**src/rtl/cwb_pkg.sv**
```systemverilog
package cwb_pkg;
  typedef enum logic [1:0] {
    ACT_IDLE  = 2'd0,
    ACT_MERGE = 2'd1,
    ACT_ALLOC = 2'd2
  } st_action_e;
endpackage

```
**src/rtl/cwb_order.sv**
```systemverilog
module cwb_order #(
  parameter int N_ENT = 8,
  parameter int IDX_W = $clog2(N_ENT)
) (
  input  logic             clk,
  input  logic             rst_n,
  input  logic             push,
  input  logic             pop,
  output logic [IDX_W-1:0] head,
  output logic [IDX_W-1:0] tail,
  output logic [IDX_W:0]   count,
  output logic             full,
  output logic             empty
);
  function automatic logic [IDX_W-1:0] step(input logic [IDX_W-1:0] p);
    return (p == IDX_W'(N_ENT - 1)) ? '0 : p + 1'b1;
  endfunction

  always_ff @(posedge clk or negedge rst_n) begin
    if (!rst_n) begin
      head  <= '0;
      tail  <= '0;
      count <= '0;
    end else begin
      if (push) tail <= step(tail);
      if (pop)  head <= step(head);
      if (push && !pop)      count <= count + 1'b1;
      else if (pop && !push) count <= count - 1'b1;
    end
  end

  assign full  = (count == (IDX_W+1)'(N_ENT));
  assign empty = (count == '0);
endmodule

```
**src/rtl/cwb_match.sv**
```systemverilog
module cwb_match #(
  parameter int N_ENT = 8,
  parameter int TAG_W = 28,
  parameter int IDX_W = $clog2(N_ENT)
) (
  input  logic [N_ENT-1:0]            cand,
  input  logic [N_ENT-1:0][TAG_W-1:0] tags,
  input  logic [TAG_W-1:0]            probe,
  output logic                        hit,
  output logic [IDX_W-1:0]            hit_idx
);
  logic [N_ENT-1:0] eq;

  for (genvar i = 0; i < N_ENT; i++) begin : g_cmp
    assign eq[i] = cand[i] && (tags[i] == probe);
  end

  always_comb begin
    hit_idx = '0;
    for (int i = N_ENT - 1; i >= 0; i--) begin
      if (eq[i]) hit_idx = IDX_W'(i);
    end
  end

  assign hit = |eq;
endmodule

```
**src/rtl/cwb_lane_mask.sv**
```systemverilog
module cwb_lane_mask #(
  parameter int LINE_BYTES = 16
) (
  input  logic [LINE_BYTES-1:0]   be,
  output logic [8*LINE_BYTES-1:0] bits
);
  for (genvar b = 0; b < LINE_BYTES; b++) begin : g_lane
    assign bits[8*b +: 8] = {8{be[b]}};
  end
endmodule

```
**src/rtl/store_coalesce_wbuf.sv**
```systemverilog
module store_coalesce_wbuf
  import cwb_pkg::*;
#(
  parameter int N_ENT      = 8,
  parameter int LINE_BYTES = 16,
  parameter int ADDR_W     = 32
) (
  input  logic                    clk,
  input  logic                    rst_n,
  input  logic                    coalesce_en,
  input  logic                    drain_req,
  output logic                    drain_done,
  input  logic                    st_valid,
  output logic                    st_ready,
  input  logic [ADDR_W-1:0]       st_addr,
  input  logic [LINE_BYTES-1:0]   st_be,
  input  logic [8*LINE_BYTES-1:0] st_data,
  input  logic                    st_region_merge,
  input  logic                    st_strong,
  output logic                    bus_valid,
  input  logic                    bus_ready,
  output logic [ADDR_W-1:0]       bus_addr,
  output logic [LINE_BYTES-1:0]   bus_mask,
  output logic [8*LINE_BYTES-1:0] bus_data
);
  localparam int IDX_W  = $clog2(N_ENT);
  localparam int OFS_W  = $clog2(LINE_BYTES);
  localparam int TAG_W  = ADDR_W - OFS_W;
  localparam int DATA_W = 8 * LINE_BYTES;

  // Entry storage
  logic [N_ENT-1:0]             e_vld, e_mrg, e_sync;
  logic [N_ENT-1:0][TAG_W-1:0]  e_tag;
  logic [N_ENT-1:0][LINE_BYTES-1:0] e_mask;
  logic [N_ENT-1:0][DATA_W-1:0] e_data;

  logic [IDX_W-1:0] head, tail, hit_idx;
  logic [IDX_W:0]   count;
  logic             full, empty, hit;
  logic             push, pop, merge_req, merge_ok, sync_pend, accept;
  logic [N_ENT-1:0] busy_vec, cand;
  logic [TAG_W-1:0] st_tag;
  logic [DATA_W-1:0] be_bits;
  logic [OFS_W-1:0] unused_ofs;
  st_action_e       act;

  assign st_tag     = st_addr[ADDR_W-1:OFS_W];
  assign unused_ofs = st_addr[OFS_W-1:0];

  cwb_lane_mask #(.LINE_BYTES(LINE_BYTES)) u_lanes (
    .be   (st_be),
    .bits (be_bits)
  );

  // The head entry is on the bus whenever the buffer is not empty
  always_comb begin
    busy_vec = '0;
    if (!empty) busy_vec[head] = 1'b1;
  end

  assign cand = e_vld & e_mrg & ~busy_vec;

  cwb_match #(.N_ENT(N_ENT), .TAG_W(TAG_W), .IDX_W(IDX_W)) u_match (
    .cand    (cand),
    .tags    (e_tag),
    .probe   (st_tag),
    .hit     (hit),
    .hit_idx (hit_idx)
  );

  assign merge_req = coalesce_en && st_region_merge && !st_strong;
  assign merge_ok  = merge_req && hit;
  assign sync_pend = |(e_vld & e_sync);
  assign st_ready  = !drain_req && !sync_pend && (merge_ok || !full);
  assign accept    = st_valid && st_ready;

  always_comb begin
    if (!accept)       act = ACT_IDLE;
    else if (merge_ok) act = ACT_MERGE;
    else               act = ACT_ALLOC;
  end

  assign push = (act == ACT_ALLOC);
  assign pop  = bus_valid && bus_ready;

  cwb_order #(.N_ENT(N_ENT), .IDX_W(IDX_W)) u_order (
    .clk   (clk),
    .rst_n (rst_n),
    .push  (push),
    .pop   (pop),
    .head  (head),
    .tail  (tail),
    .count (count),
    .full  (full),
    .empty (empty)
  );

  always_ff @(posedge clk or negedge rst_n) begin
    if (!rst_n) begin
      e_vld  <= '0;
      e_mrg  <= '0;
      e_sync <= '0;
      e_tag  <= '0;
      e_mask <= '0;
      e_data <= '0;
    end else begin
      for (int i = 0; i < N_ENT; i++) begin
        if (push && tail == IDX_W'(i)) begin
          e_vld[i]  <= 1'b1;
          e_mrg[i]  <= merge_req;
          e_sync[i] <= st_strong;
          e_tag[i]  <= st_tag;
          e_mask[i] <= st_be;
          e_data[i] <= st_data & be_bits;
        end else if (pop && head == IDX_W'(i)) begin
          e_vld[i]  <= 1'b0;
        end
        if (act == ACT_MERGE && hit_idx == IDX_W'(i)) begin
          e_mask[i] <= e_mask[i] | st_be;
          e_data[i] <= (e_data[i] & ~be_bits) | (st_data & be_bits);
        end
      end
    end
  end

  assign bus_valid  = !empty;
  assign bus_addr   = {e_tag[head], {OFS_W{1'b0}}};
  assign bus_mask   = e_mask[head];
  assign bus_data   = e_data[head];
  assign drain_done = drain_req && empty;
endmodule

```
**config.mk**
```make
export PLATFORM = sky130hd
export DESIGN_NAME = store_coalesce_wbuf
export DESIGN_NICKNAME = d
export VERILOG_FILES = /design/src/rtl/cwb_pkg.sv /design/src/rtl/cwb_order.sv /design/src/rtl/cwb_match.sv /design/src/rtl/cwb_lane_mask.sv /design/src/rtl/store_coalesce_wbuf.sv
export SDC_FILE = /design/constraint.sdc
export NUM_CORES = 2
export LEC_CHECK = 0
export BUFFER_PORTS_ARGS = -buffer_cell sky130_fd_sc_hd__buf_2
export CAP_MARGIN = 20
export CORE_MARGIN = 3
export CORE_UTILIZATION = 57
export DETAILED_ROUTE_END_ITERATION = 8
export PLACE_DENSITY = 0.8
export SLEW_MARGIN = 25
export SYNTH_ARGS = -nofsm -noshare
export SYNTH_HDL_FRONTEND = slang
export SYNTH_HIERARCHICAL = 1
export SYNTH_SLANG_ARGS = --single-unit
```
**constraint.sdc**
```tcl
create_clock -name clk -period 10.28 [get_ports clk]
set_input_delay 2.056 -clock clk [delete_from_list [all_inputs] [get_ports clk]]
set_output_delay 2.056 -clock clk [all_outputs]
set_load 0.005 [all_outputs]
```
== Word level (Yosys, flattened, before mapping) ==
Index checks and enable logic that the tools add are counted.

* Input bits: 184
* Word-level logic and storage cells: 264
* Register bits: 1410
* Output and inout port bits: 179

* Eq/ne operators: 32
* Bitwise operators: 30
* Multiplexer cells: 71
* Order comparisons: 2
* $add $sub $neg: 4
* Reductions and logical operators: 74

{| class="wikitable"
|+ Operators by type and width
! cell !! number
|-
| $mux W128 || 17
|-
| $and A128 B128 Y128 || 9
|-
| $or A128 B128 Y128 || 8
|-
| $bmux W128 S3 || 1
|-
| $mux W16 || 17
|-
| $eq A28 B28 Y1 || 8
|-
| $not A128 Y128 || 1
|-
| $or A16 B16 Y16 || 8
|-
| $bmux W28 S3 || 1
|-
| $bmux W16 S3 || 1
|-
| $logic_and A1 B1 Y1 || 43
|-
| $eq A3 B3 Y1 const B || 12
|-
| $reduce_bool A2 Y1 || 17
|-
| $mux W3 || 10
|-
| $mux W28 || 1
|-
| $and A8 B8 Y8 || 3
|-
| $eq A3 B2 Y1 const B || 6
|-
| $mux W1 || 17
|-
| $reduce_or A8 Y1 || 2
|-
| $eq A3 B1 Y1 const B || 3
|-
| $logic_not A3 Y1 || 3
|-
| $mux W4 || 2
|-
| $mux W8 || 1
|-
| $not A8 Y8 || 1
|-
| 13 further kinds || 21
|}

== Depth between registers and ports, before layout ==
* Depth in word-level cells: 19
* Gate-level depth with buffers: 25
* Gate-level depth less buffers: 18

== Cells and area by module ==
The synthesis kept the hierarchy.

{| class="wikitable"
|+ Modules (own cells, without submodules)
! module !! sequential area each (um^2) !! cells each !! instances !! area an instance (um^2)
|-
| store_coalesce_wbuf || 35033.6 || 6432 || 1 || 71026.9
|-
| cwb_match || 0.0 || 346 || 1 || 2881.5
|-
| cwb_lane_mask || 0.0 || 128 || 1 || 960.9
|-
| cwb_order || 250.2 || 50 || 1 || 599.3
|}

== Least setup slack after synthesis ==
Ideal clock, no wire load.

* Kind: input to register
* Start point: in st_addr[8]
* End point: reg u_order.count[3]
* Path slack: 4.162 ns
* Buffers on the path: 5
* Data arrival time: 5.990 ns
* Required time: 10.151 ns
* Stages on the path: 22
* Cells stage by stage: buf_2 -> xor2_1 -> nor4_1 -> nand3_1 -> nor3_1 -> nand4_1 -> nand4_1 -> or2_1 -> nand4b_1 -> clkbuf_1 -> a21boi_2 -> nand2_1 -> buf_4 -> buf_6 -> clkbuf_1 -> nor2_1 -> ha_1 -> inv_1 -> ha_1 -> or4_4 -> o211ai_2 -> o211ai_2

* Word-level cells in the longest chain between the ends: 12
* Elaborated cells between the ends (all ways): 29
* Those cells by class: eq/ne (9); mux (3); reduce/logical (17)

{| class="wikitable"
|+ RTL lines
! item !! RTL line !! source
|-
| start: declaration || store_coalesce_wbuf.sv:15 || <nowiki>input logic [ADDR_W-1:0] st_addr,</nowiki>
|-
| $eq A28 B28 Y1 || cwb_match.sv:15 || <nowiki>assign eq[i] = cand[i] && (tags[i] == probe);</nowiki>
|-
| $logic_and A1 B1 Y1 || cwb_match.sv:15 ||
|-
| $reduce_or A8 Y1 (*) || cwb_match.sv:25 || <nowiki>assign hit = |eq;</nowiki>
|-
| via hit || store_coalesce_wbuf.sv:39 || <nowiki>logic full, empty, hit;</nowiki>
|-
| $logic_and A1 B1 Y1 (*) || store_coalesce_wbuf.sv:72 || <nowiki>assign merge_ok = merge_req && hit;</nowiki>
|-
| $logic_or A1 B1 Y1 || store_coalesce_wbuf.sv:74 || <nowiki>assign st_ready = !drain_req && !sync_pend && (merge_ok || !full);</nowiki>
|-
| $logic_and A1 B1 Y1 || store_coalesce_wbuf.sv:74 ||
|-
| $logic_and A1 B1 Y1 || store_coalesce_wbuf.sv:75 || <nowiki>assign accept = st_valid && st_ready;</nowiki>
|-
| $mux W2 (*) || store_coalesce_wbuf.sv:78 || <nowiki>if (!accept) act = ACT_IDLE;</nowiki>
|-
| $eq A2 B2 Y1 (*) || store_coalesce_wbuf.sv:83 || <nowiki>assign push = (act == ACT_ALLOC);</nowiki>
|-
| via push || store_coalesce_wbuf.sv:40 || <nowiki>logic push, pop, merge_req, merge_ok, sync_pend, accept;</nowiki>
|-
| $logic_not A1 Y1 || cwb_order.sv:28 || <nowiki>else if (pop && !push) count <= count - 1'b1;</nowiki>
|-
| $logic_and A1 B1 Y1 || cwb_order.sv:28 ||
|-
| $reduce_bool A2 Y1 (no source line) || -- ||
|-
| end signal: assignment || cwb_order.sv:27 || <nowiki>if (push && !pop) count <= count + 1'b1;</nowiki>
|-
| end signal: assignment || cwb_order.sv:28 ||
|-
| end: declaration || cwb_order.sv:11 || <nowiki>output logic [IDX_W:0] count,</nowiki>
|}

Mark *: on every way through the listed nets, which the timed path passes. The rest lies on a longest branch.
A chain may end at the register's enable or synchronous reset.

== Final worst setup path ==
* Start point: in st_addr[18]
* End point: out st_ready

* Word-level cells in the longest chain between the ends: 6
* Elaborated cells between the ends (all ways): 20
* Those cells by class: eq/ne (8); reduce/logical (12)

{| class="wikitable"
|+ RTL lines
! item !! RTL line !! source
|-
| $eq A28 B28 Y1 || cwb_match.sv:15 ||
|-
| $logic_and A1 B1 Y1 || cwb_match.sv:15 ||
|-
| $reduce_or A8 Y1 (*) || cwb_match.sv:25 ||
|-
| via hit || store_coalesce_wbuf.sv:39 ||
|-
| $logic_and A1 B1 Y1 (*) || store_coalesce_wbuf.sv:72 ||
|-
| $logic_or A1 B1 Y1 (*) || store_coalesce_wbuf.sv:74 ||
|-
| $logic_and A1 B1 Y1 (*) || store_coalesce_wbuf.sv:74 ||
|-
| end: declaration || store_coalesce_wbuf.sv:14 || <nowiki>output logic st_ready,</nowiki>
|}

Marked as above.

==> impl_metrics.toml <==
[status]
status = "finished clean"

[finish]
drive_above_1_share = 0.216
area_growth_pct = 9.24
utilization = 0.632
fillers = 9947
multi_input_area_um2 = 36700
regArea_um2 = 35300
num-nets-final = 6988

[timing]
timing.fmax_ghz = 0.138
setup_viol = 0
tns_ps = 0
final.setup_skew_ps = 38.5
relSlewSlack = 0.207
rsz0062_at_grt = "false"
timing.final.max_slew_violations = 0
finalWorstSetupSlack_ps = 3030
min_period_ps = 7250
period_share = 0.705
hold_viol = 0
tightest_slew_ps = 1190
hold_ws_ps = 484

[critical_path]
worstPathRequired_ps = 8220
criticalPathCategory = "in -> out"
worst-path-max-fanout = 16
arrival_ps = 5190
critPathLaunchType = "input pin"
endpoint_kind = "primary output"

[die]
start_util = 0.578
ioPinCount = 363
dieWidth_um = 370
num_rows = 132
fp.coreArea_um2 = 130000
die_h_um = 370
die_area_um2 = 137000

[placement]
place_congestion = 0.953
place_hpwl_mm = 135
post-place-ws_ps = 2640
io_buffers = 354

[global_route]
grt_pass1_vias = 64500
grt_overflow = 0
grt_max_degree = 212
grt_usage = 0.373
antenna_found_initial = 34
grt_pass1_wl_mm = 393

[clock_network]
clockRootBuffer = "clkbuf_16"
clock_path_buffers = 3
clock-sinks = 1410
ctsResizeCount = 0
hold_buffers = 0
clock_latency_ps = 820
post-cts-setup-buffer-count = 0
cts_tree = "built"
path_clk_slew_ps = 60
numCtsBuffers = 151
h-tree-depth = 4

[power_and_ir_drop]
finalPower_w = 0.0234
p_leak_nw = 33.7
ir_drop_mv = 0.258
p_per_area_nw_per_um2 = 284

[drt]
drt-total-wl_mm = 259
drc = 0
drt_iter0_markers = 9536
wl_per_cell_um = 29.8
vias = 64100
viasPerCell = 7.38
antenna_left = 0
dr.pass1.iters = 7

[logic_synthesis]
async_flop_share = 1.00
yosysWarnings = 6
synth.most_common_cell = "dfrtp_1"
ys_ff_latch = 1410
synth-main-ff-cell = "dfrtp_1"
syn_area_um2 = 75500
synthCells = 6956
ys_seq_area_frac = 0.468
yosysTopAreaCellShare = 0.468
yosys.area.top_type = "dfrtp_1"
yosys-top-cells-count = "dfrtp_1, o21ai_0, a21oi_1"
syn_avg_cell_area_um2 = 10.8
synth.area.top_cells = "dfrtp_1, mux4_2, mux2_2"
yosysUniqueCellTypes = 60
synth_enable_flop_cells = 0

[job]
drv_cap = 0

[min_path]
min_path_type = "reg -> reg"
final timing paths:
kind / slack [ps] / depth (start not counted) / end / start
hold reg to reg: 480 / 2 / e_mrg[1] / e_mrg[1]
min in group asynchronous: 1160 / 1 / e_tag[131] / rst_n
hold / removal: 480 / 2 / e_mrg[1] / e_mrg[1]
setup reg to reg: 3960 / 14 / register / u_order/head[1]
max in group asynchronous: 6570 / 4 / async pin / rst_n
setup / recovery: 3030 / 12 / st_ready / st_addr[18]
cell usage in the layout (no fill, tap or decap), types with 28 or more instances in the layout:
cell type / Yosys / final
dfrtp_1: 1410 / 1407
a32o_1: 128 / 128
a22o_1: 128 / 128
o31ai_1: 258 / 258
nand3_1: 529 / 523
buf_4: 139 / 85
o21ai_1: 187 / 187
xnor2_1: 118 / 118
clkbuf_1: 472 / 33
diode_2: 0 / 29
a2bb2oi_1: 384 / 384
buf_2: 47 / 353
and2_1: 133 / 131
o21ai_0: 727 / 726
a21oi_1: 649 / 649
mux2_2: 381 / 381
clkbuf_8: 0 / 39
clkbuf_16: 0 / 157
xor2_1: 107 / 107
nor2b_1: 133 / 133
nand2_1: 391 / 386
mux4_2: 344 / 344
nand4_1: 33 / 33
nor4_1: 29 / 28
stage by stage:
step / std cells / cell area, um2
after CTS: 8653 / 82200
after floorplan: 6959 / 75500
after global placement: 8379 / 77000
after global routing: 8681 / 82400
final: 8687 / 82400
after detailed placement: 8380 / 77100
worst max-delay path, stage by stage:
cell	delay, ps
buf_2	280
xor2_1	150
nor4_1	550
nand3_1	250
nor3_2	230
nand4_2	150
nand4_1	220
or2_1	150
and4b_1	560
o21ai_1	240
nor2_1	180
buf_2	150
where the power goes:
group          switching (W)  leakage, nW  internal (W)
Clock                0.00235         2.53       0.00333
Sequential           0.00134         18.8       0.00732
Combinational        0.00494         12.3       0.00410
Total                0.00863         33.7        0.0148
metal layers:
layer	vias up	share of wire	routed length (um)	track usage
met5	-	0.00034	88	0
met4	14	0.059	15300	0.205
met3	1078	0.14	36500	0.103
met2	5326	0.44	114000	0.548
met1	31800	0.36	92700	0.502
li1	25900	-	-	-
area by class of cell:
| class | count | share of cell area |
|---|---|---|
| Multi-Input combinational cell | 4759 | 0.445 |
| Sequential cell | 1410 | 0.428 |
| Clock buffer | 229 | 0.0557 |
| Timing Repair Buffer | 468 | 0.0365 |
| Tap cell | 1742 | 0.0264 |
| Clock inverter | 44 | 0.00674 |
| Antenna cell | 29 | 0.000880 |
| Inverter | 6 | 0.000273 |
cell families (layout without fill, tap and decap cells):
family                     count (synthesis)  after routing  synth area share
AOI/OAI and AO/OA                       2477           2477             0.208
DFF                                     1410           1410             0.468
and+or+nand+nor                         1318           1318            0.0888
buffers and inverters                    790            747            0.0487
muxes                                    726            726             0.160
xor gates and xnor gates                 226            226            0.0263
adders and majority gates                  8              8           0.00143
other                                      1             33         0.0000497
Power figures use the tool's default switching activity.
